<file path="src/rtl/ddr_wr_pkg.sv">
package ddr_wr_pkg;

  typedef enum logic [1:0] {
    PH_IDLE = 2'd0,
    PH_PRE  = 2'd1,
    PH_DATA = 2'd2,
    PH_POST = 2'd3
  } wr_phase_e;

  // Number of beats for a burst-length code; 00 falls back to two beats.
  function automatic logic [3:0] beats_of(input logic [1:0] code);
    case (code)
      2'b10:   beats_of = 4'd4;
      2'b11:   beats_of = 4'd8;
      default: beats_of = 4'd2;
    endcase
  endfunction

endpackage

</file>
<file path="src/rtl/ddr_wr_seq.sv">
module ddr_wr_seq
  import ddr_wr_pkg::*;
(
  input  logic       clk,
  input  logic       rst,
  input  logic       cmd_wr,
  input  logic [1:0] bl_in,
  output wr_phase_e  ph_nxt,
  output logic [1:0] pair_nxt,
  output logic [1:0] bl_q,
  output logic       accept,
  output logic       reject
);

  wr_phase_e  ph_q;
  logic [1:0] pair_q;
  logic [1:0] last_pair;

  // Index of the final beat pair for the latched burst length.
  always_comb last_pair = 2'((beats_of(bl_q) >> 1) - 4'd1);

  always_comb begin
    ph_nxt   = ph_q;
    pair_nxt = pair_q;
    accept   = 1'b0;
    reject   = 1'b0;
    case (ph_q)
      PH_IDLE: begin
        if (cmd_wr) begin
          ph_nxt = PH_PRE;
          accept = 1'b1;
        end
      end
      PH_PRE: begin
        ph_nxt   = PH_DATA;
        pair_nxt = 2'd0;
      end
      PH_DATA: begin
        if (pair_q == last_pair) ph_nxt = PH_POST;
        else                     pair_nxt = 2'(pair_q + 2'd1);
      end
      PH_POST: ph_nxt = PH_IDLE;
      default: ph_nxt = PH_IDLE;
    endcase
    if (cmd_wr && (ph_q != PH_IDLE)) reject = 1'b1;
  end

  always_ff @(posedge clk) begin
    if (rst) begin
      ph_q   <= PH_IDLE;
      pair_q <= 2'd0;
      bl_q   <= 2'd0;
    end else begin
      ph_q   <= ph_nxt;
      pair_q <= pair_nxt;
      if (accept) bl_q <= bl_in;
    end
  end

endmodule

</file>
<file path="src/rtl/ddr_wr_order.sv">
module ddr_wr_order
  import ddr_wr_pkg::*;
#(
  parameter int COL_W = 12
) (
  input  logic [COL_W-1:0] base_col,
  input  logic             burst_il,
  input  logic [1:0]       bl_code,
  input  logic [1:0]       pair,
  output logic [COL_W-1:0] col_rise,
  output logic [COL_W-1:0] col_fall
);

  localparam int LOW_W = 3;
  localparam int LANES = 2;

  logic [LOW_W-1:0] wrap_mask;
  logic [COL_W-1:0] lane_col [LANES];

  always_comb wrap_mask = 3'(beats_of(bl_code) - 4'd1);

  for (genvar ln = 0; ln < LANES; ln++) begin : g_lane
    logic [LOW_W-1:0] beat;
    logic [LOW_W-1:0] lo_seq;
    logic [LOW_W-1:0] lo_xor;
    logic [LOW_W-1:0] lo_sel;
    assign beat   = {pair, 1'(ln)};
    assign lo_seq = 3'(base_col[LOW_W-1:0] + beat) & wrap_mask;
    assign lo_xor = (base_col[LOW_W-1:0] ^ beat) & wrap_mask;
    assign lo_sel = burst_il ? lo_xor : lo_seq;
    assign lane_col[ln] = {base_col[COL_W-1:LOW_W],
                           (base_col[LOW_W-1:0] & ~wrap_mask) | lo_sel};
  end

  assign col_rise = lane_col[0];
  assign col_fall = lane_col[1];

endmodule

</file>
<file path="src/rtl/ddr_wr_burst.sv">
module ddr_wr_burst
  import ddr_wr_pkg::*;
#(
  parameter int COL_W  = 12,
  parameter int BANK_W = 2,
  parameter int DQ_W   = 16,
  parameter int DM_W   = DQ_W / 8
) (
  input  logic              clk,
  input  logic              rst,
  input  logic              cmd_wr,
  input  logic [BANK_W-1:0] cmd_bank,
  input  logic [COL_W-1:0]  cmd_col,
  input  logic [1:0]        mr_bl,
  input  logic              mr_bt,
  input  logic [DQ_W-1:0]   wd_rise,
  input  logic [DQ_W-1:0]   wd_fall,
  input  logic [DM_W-1:0]   wm_rise,
  input  logic [DM_W-1:0]   wm_fall,
  output logic              mem_we,
  output logic [BANK_W-1:0] mem_bank,
  output logic [COL_W-1:0]  mem_col,
  output logic [1:0]        dqs_pair,
  output logic              dqs_oe,
  output logic              dq_oe,
  output logic [DQ_W-1:0]   dq_rise,
  output logic [DQ_W-1:0]   dq_fall,
  output logic [DM_W-1:0]   dm_rise,
  output logic [DM_W-1:0]   dm_fall,
  output logic [COL_W-1:0]  col_rise,
  output logic [COL_W-1:0]  col_fall,
  output logic              busy,
  output logic              err
);

  localparam logic [1:0] STROBE_TOGGLE = 2'b01;
  localparam logic [1:0] STROBE_LOW    = 2'b00;

  wr_phase_e        ph_nxt;
  logic [1:0]       pair_nxt;
  logic [1:0]       bl_q;
  logic             accept;
  logic             reject;
  logic             bt_q;
  logic [COL_W-1:0] ord_rise;
  logic [COL_W-1:0] ord_fall;
  logic             drive_nxt;
  logic             data_nxt;

  ddr_wr_seq u_seq (
    .clk      (clk),
    .rst      (rst),
    .cmd_wr   (cmd_wr),
    .bl_in    (mr_bl),
    .ph_nxt   (ph_nxt),
    .pair_nxt (pair_nxt),
    .bl_q     (bl_q),
    .accept   (accept),
    .reject   (reject)
  );

  ddr_wr_order #(.COL_W(COL_W)) u_order (
    .base_col (mem_col),
    .burst_il (bt_q),
    .bl_code  (bl_q),
    .pair     (pair_nxt),
    .col_rise (ord_rise),
    .col_fall (ord_fall)
  );

  assign drive_nxt = (ph_nxt != PH_IDLE);
  assign data_nxt  = (ph_nxt == PH_DATA);

  // Command capture and control outputs.
  always_ff @(posedge clk) begin
    if (rst) begin
      mem_we   <= 1'b0;
      mem_bank <= '0;
      mem_col  <= '0;
      bt_q     <= 1'b0;
      err      <= 1'b0;
      busy     <= 1'b0;
      dqs_oe   <= 1'b0;
      dq_oe    <= 1'b0;
    end else begin
      mem_we <= accept;
      err    <= reject;
      busy   <= drive_nxt;
      dqs_oe <= drive_nxt;
      dq_oe  <= drive_nxt;
      if (accept) begin
        mem_bank <= cmd_bank;
        mem_col  <= cmd_col;
        bt_q     <= mr_bt;
      end
    end
  end

  // Beat lanes: strobe, data, mask and beat columns.
  always_ff @(posedge clk) begin
    if (rst || !data_nxt) begin
      dqs_pair <= STROBE_LOW;
      dq_rise  <= '0;
      dq_fall  <= '0;
      dm_rise  <= '0;
      dm_fall  <= '0;
      col_rise <= '0;
      col_fall <= '0;
    end else begin
      dqs_pair <= STROBE_TOGGLE;
      dq_rise  <= wd_rise;
      dq_fall  <= wd_fall;
      dm_rise  <= wm_rise;
      dm_fall  <= wm_fall;
      col_rise <= ord_rise;
      col_fall <= ord_fall;
    end
  end

endmodule

</file>
<file path="config.mk">
export PLATFORM = sky130hd
export DESIGN_NAME = ddr_wr_burst
export DESIGN_NICKNAME = d
export VERILOG_FILES = /design/src/rtl/ddr_wr_pkg.sv /design/src/rtl/ddr_wr_seq.sv /design/src/rtl/ddr_wr_order.sv /design/src/rtl/ddr_wr_burst.sv
export SDC_FILE = /design/constraint.sdc
export NUM_CORES = 1
export LEC_CHECK = 0
export BUFFER_PORTS_ARGS = -buffer_cell sky130_fd_sc_hd__buf_2
export CAP_MARGIN = 15
export CORE_ASPECT_RATIO = 1.4
export CORE_MARGIN = 4
export CORE_UTILIZATION = 48
export CTS_BUF_LIST = sky130_fd_sc_hd__clkbuf_8
export DETAILED_ROUTE_END_ITERATION = 8
export PLACE_DENSITY = 0.82
export SLEW_MARGIN = 10
export SYNTH_ARGS = -nofsm -noshare
export SYNTH_HDL_FRONTEND = slang
export SYNTH_HIERARCHICAL = 1
export SYNTH_SLANG_ARGS = --single-unit
</file>
<file path="constraint.sdc">
create_clock -name clk -period 2.9 [get_ports clk]
set_clock_uncertainty 0.2 [all_clocks]
set_input_delay 0.145 -clock clk [delete_from_list [all_inputs] [get_ports clk]]
set_output_delay 0.145 -clock clk [all_outputs]
set_load 0.05 [all_outputs]
</file>
==> results by group <==
Synth
  – Commonest cells in the netlist: dfxtp_1 (85), and2_1 (62), buf_4 (24), nor2_1 (21), mux2i_1 (16)
  – Synth Register Bits: 85
  – Net count after synthesis: 333
  – Ys Warns: 6
  – Most common cell in the netlist: dfxtp_1
  – Synth top area share: 57.9%
  – Cell taking the most area after synthesis: dfxtp_1
  – Mapped Cells: 273
  – Synth top area cells: dfxtp_1 (58%), and2_1 (13%), buf_4 (6.1%)
  – Ys flop type: dfxtp_1
  – Post-Syn Area per Cell: 10.8 µm²
  – Post-synthesis cell area: 0.00294 mm²
  – FFs w/ async S/R, synth: 0%
  – Sequential fraction of the synthesis area: 57.9%
  – Post-synth EDFFs: 0
  – Count of unique library cells instantiated by Yosys: 37

Finish
  – Final Cell Area: 0.00426 mm²
  – Ratio of cells with drive above 1 in the final layout: between 30% and 40%
  – Layout area overhead: 45.0%
  – Fill count: approximately 410
  – Ant. Diodes: 0
  – Final #Nets: 508
  – Area of the multi-input gates: roughly 980 µm²
  – Post-route core utilization: 72.2%
  – Non-filler cells, final: 523
  – Sequential Area: 0.00170 mm²

Clock tree
  – Post-CTS Repair Setup Buffers: 0
  – Clk_lat worst skew: 350 ps
  – CTS Buf Count: 9
  – CTS tree: yes
  – Root buf cell: clkbuf_8
  – CTS clk-pin slew, worst paths: 80 ps
  – H-tree depth: 3
  – Worst-case clock buffer depth: 2
  – Number of clock sinks: 85

Global route
  – Gr ovfl total: 0
  – Initial antenna violation count: 0
  – Pin count of the biggest net entering global routing: 46
  – Vias in the first global route: roughly 2.6k
  – Global-route usage over all layers: a little over a fifth
  – Global-route wire length before repair: about 12,000 µm

Timing
  – Fmax: 0.380 GHz
  – Total Neg Setup Slack: 0 ps
  – Fin crit share: 90.7%
  – Slew HR: 65.7%
  – Max-slew violations: 0
  – Worst Tran Pin Value: 515 ps
  – Fin. Hold Viols: 0
  – Final setup viols: 0
  – RSZ-0062 raised after global routing: false
  – Min cycle time layout: 2630 ps

Outcome
  – Run status: complete, no violations

Die
  – Core area: 0.00590 mm²
  – Die W: between 70 and 80 µm
  – Die area: 0.00746 mm²
  – Num ports: 137
  – Chip Height: 101 µm
  – Core Rows: 33
  – Starting density of the core: 49.8%

Drt
  – DRT iter0 DRCs: 129
  – Residual DRC count: 0
  – Drt first pass iters: 4
  – Routed WL: between 7000 and 8000 µm
  – Vias: 2,452
  – Vias per cell: 4.69
  – DRT antenna net count: 0
  – Routed wire per std cell: 14.7 µm

Worst setup path
  – Critical Path Start Type: flip-flop
  – Max incr delay on CP: roughly 380 ps
  – Worst path arrival time: between 2000 and 3000 ps
  – Setup CP Type: reg2reg
  – CP Cell Sequence: inv_1, ha_1, nor2b_1, a41oi_1, nand3_1, inv_1, fa_1, or3_1, a21oi_1, xor2_1, and2_1
  – CP most frequent cell: inv_1
  – Worst path top cell family by delay: simple AND/OR/NAND/NOR gates
  – Worst path bufs/invs: 2
  – CP max FO: 6
  – Worst endpoint required time: roughly 3000 ps
  – CP max-delay cell: dfxtp_1
  – Setup crit end kind: flip-flop

Power
  – Final Total Pwr: approximately 3.8 mW
  – Max IR drop VDD: 0.773 mV
  – Power Density: 901 mW/mm²
  – Leakage: 2.12 nW

Place
  – Placed inst area: 0.00350 mm²
  – HPWL after detailed placement: about 4400 µm
  – Placed Cells: around 450
  – Routability Congestion: 0.774
  – Port bufs: 135

Worst hold path
  – HP Class: in2reg

Job
  – Max cap viols: 0
==> cell usage in the layout (no fill, tap or decap), drive strengths merged, types with 3 or more instances in the layout <==
cell type / netlist / final
ha: 3 / 3
clkbuf: 6 / 9
a21oi: 5 / 5
dlygate4sd3: 0 / 58
and2: 62 / 62
buf: 26 / 138
o21ai: 3 / 3
nor2b: 6 / 6
nor2: 21 / 21
nand2: 7 / 7
dfxtp: 85 / 85
clkinv: 0 / 3
inv: 8 / 12
nand3: 3 / 3
mux2i: 16 / 16
==> logic make-up after synthesis <==
logic type	share of synthesized area, %
buffers and inverters	8.68
multiplexers	5.45
flip-flops	57.9
AO/OA/AOI/OAI	3.49
adder cells (fa/ha/maj)	1.96
AND/OR/NAND/NOR	21.8
other	0.128
XOR/XNOR	0.596
==> report_power, final <==
part	leakage (nW)	switching [mW]	internal (mW)
combinational	1.33	1.14	0.455
sequential	0.691	0.103	1.38
clock	0.0975	0.439	0.324
==> cell type report <==
| type | count | area share (%) |
|---|---|---|
| well taps | 70 | 2.05 |
| clock buffers | 9 | 2.90 |
| inverters | 8 | 0.704 |
| flip-flops and latches | 85 | 39.9 |
| repair buffers | 196 | 30.0 |
| clock inverters | 7 | 1.38 |
| multi-input cells | 148 | 23.1 |
==> worst reg2reg max path, delay by kind of cell, from the launching register on <==
| family | cells | cell delay (ps) |
|---|---|---|
| xor gates and xnor gates | 1 | 140 |
| and+or+nand+nor | 4 | 740 |
| AOI/OAI and AO/OA | 2 | 260 |
| buffers and inverters | 2 | 140 |
| adders and majority gates | 2 | 740 |
| DFF | 1 | 380 |
==> flip-flops by register name, indices dropped and copies added (netlist names) <==
name / flops
dq_fall: 16
dq_rise: 16
col_fall: 12
col_rise: 12
mem_col: 12
dm_fall: 2
dm_rise: 2
mem_bank: 2
u_seq/bl_q: 2
u_seq/pair_q: 2
u_seq/ph_q: 2
bt_q: 1
busy: 1
dqs_pair: 1
err: 1
mem_we: 1
==> layer usage <==
metal	global-route usage [%]	wire length (µm)
met1	22.0	2740
met2	38.6	3990
met3	6.39	786
met4	9.07	177
met5	0	0
==> metrics by stage <==
step           hold slack [ps]  setup WS [ps]
3_3_place_gp               144            403
2_1_floorplan             11.7            459
3_5_place_dp               146            309
6_report                  45.0            268
4_1_cts                   34.0            271
5_1_grt                   70.9           67.6
==> path summary, 6_finish.rpt <==
check | startpoint | end | slack, ps | depth (start not counted)
max | u_seq/ph_q[0]$_SDFF_PP0_ | col_fall[2]$_SDFF_PP0_ | 270 | 11
min | rst | mem_col[1]$_SDFFE_PP0P_ | 40 | 2
max reg2reg | u_seq/ph_q[0]$_SDFF_PP0_ | col_fall[2]$_SDFF_PP0_ | 270 | 11
min reg2reg | mem_col[10]$_SDFFE_PP0P_ | col_rise[10]$_SDFF_PP0_ | 290 | 1
==> what timing repair did <==
| action | CTS | global route |
|---|---|---|
| hold endpoints to repair | 54 | 0 |
| hold buffers | 58 | 0 |
| resized for setup | 0 | 0 |
Note: power is estimated with default switching activity, not from simulation.
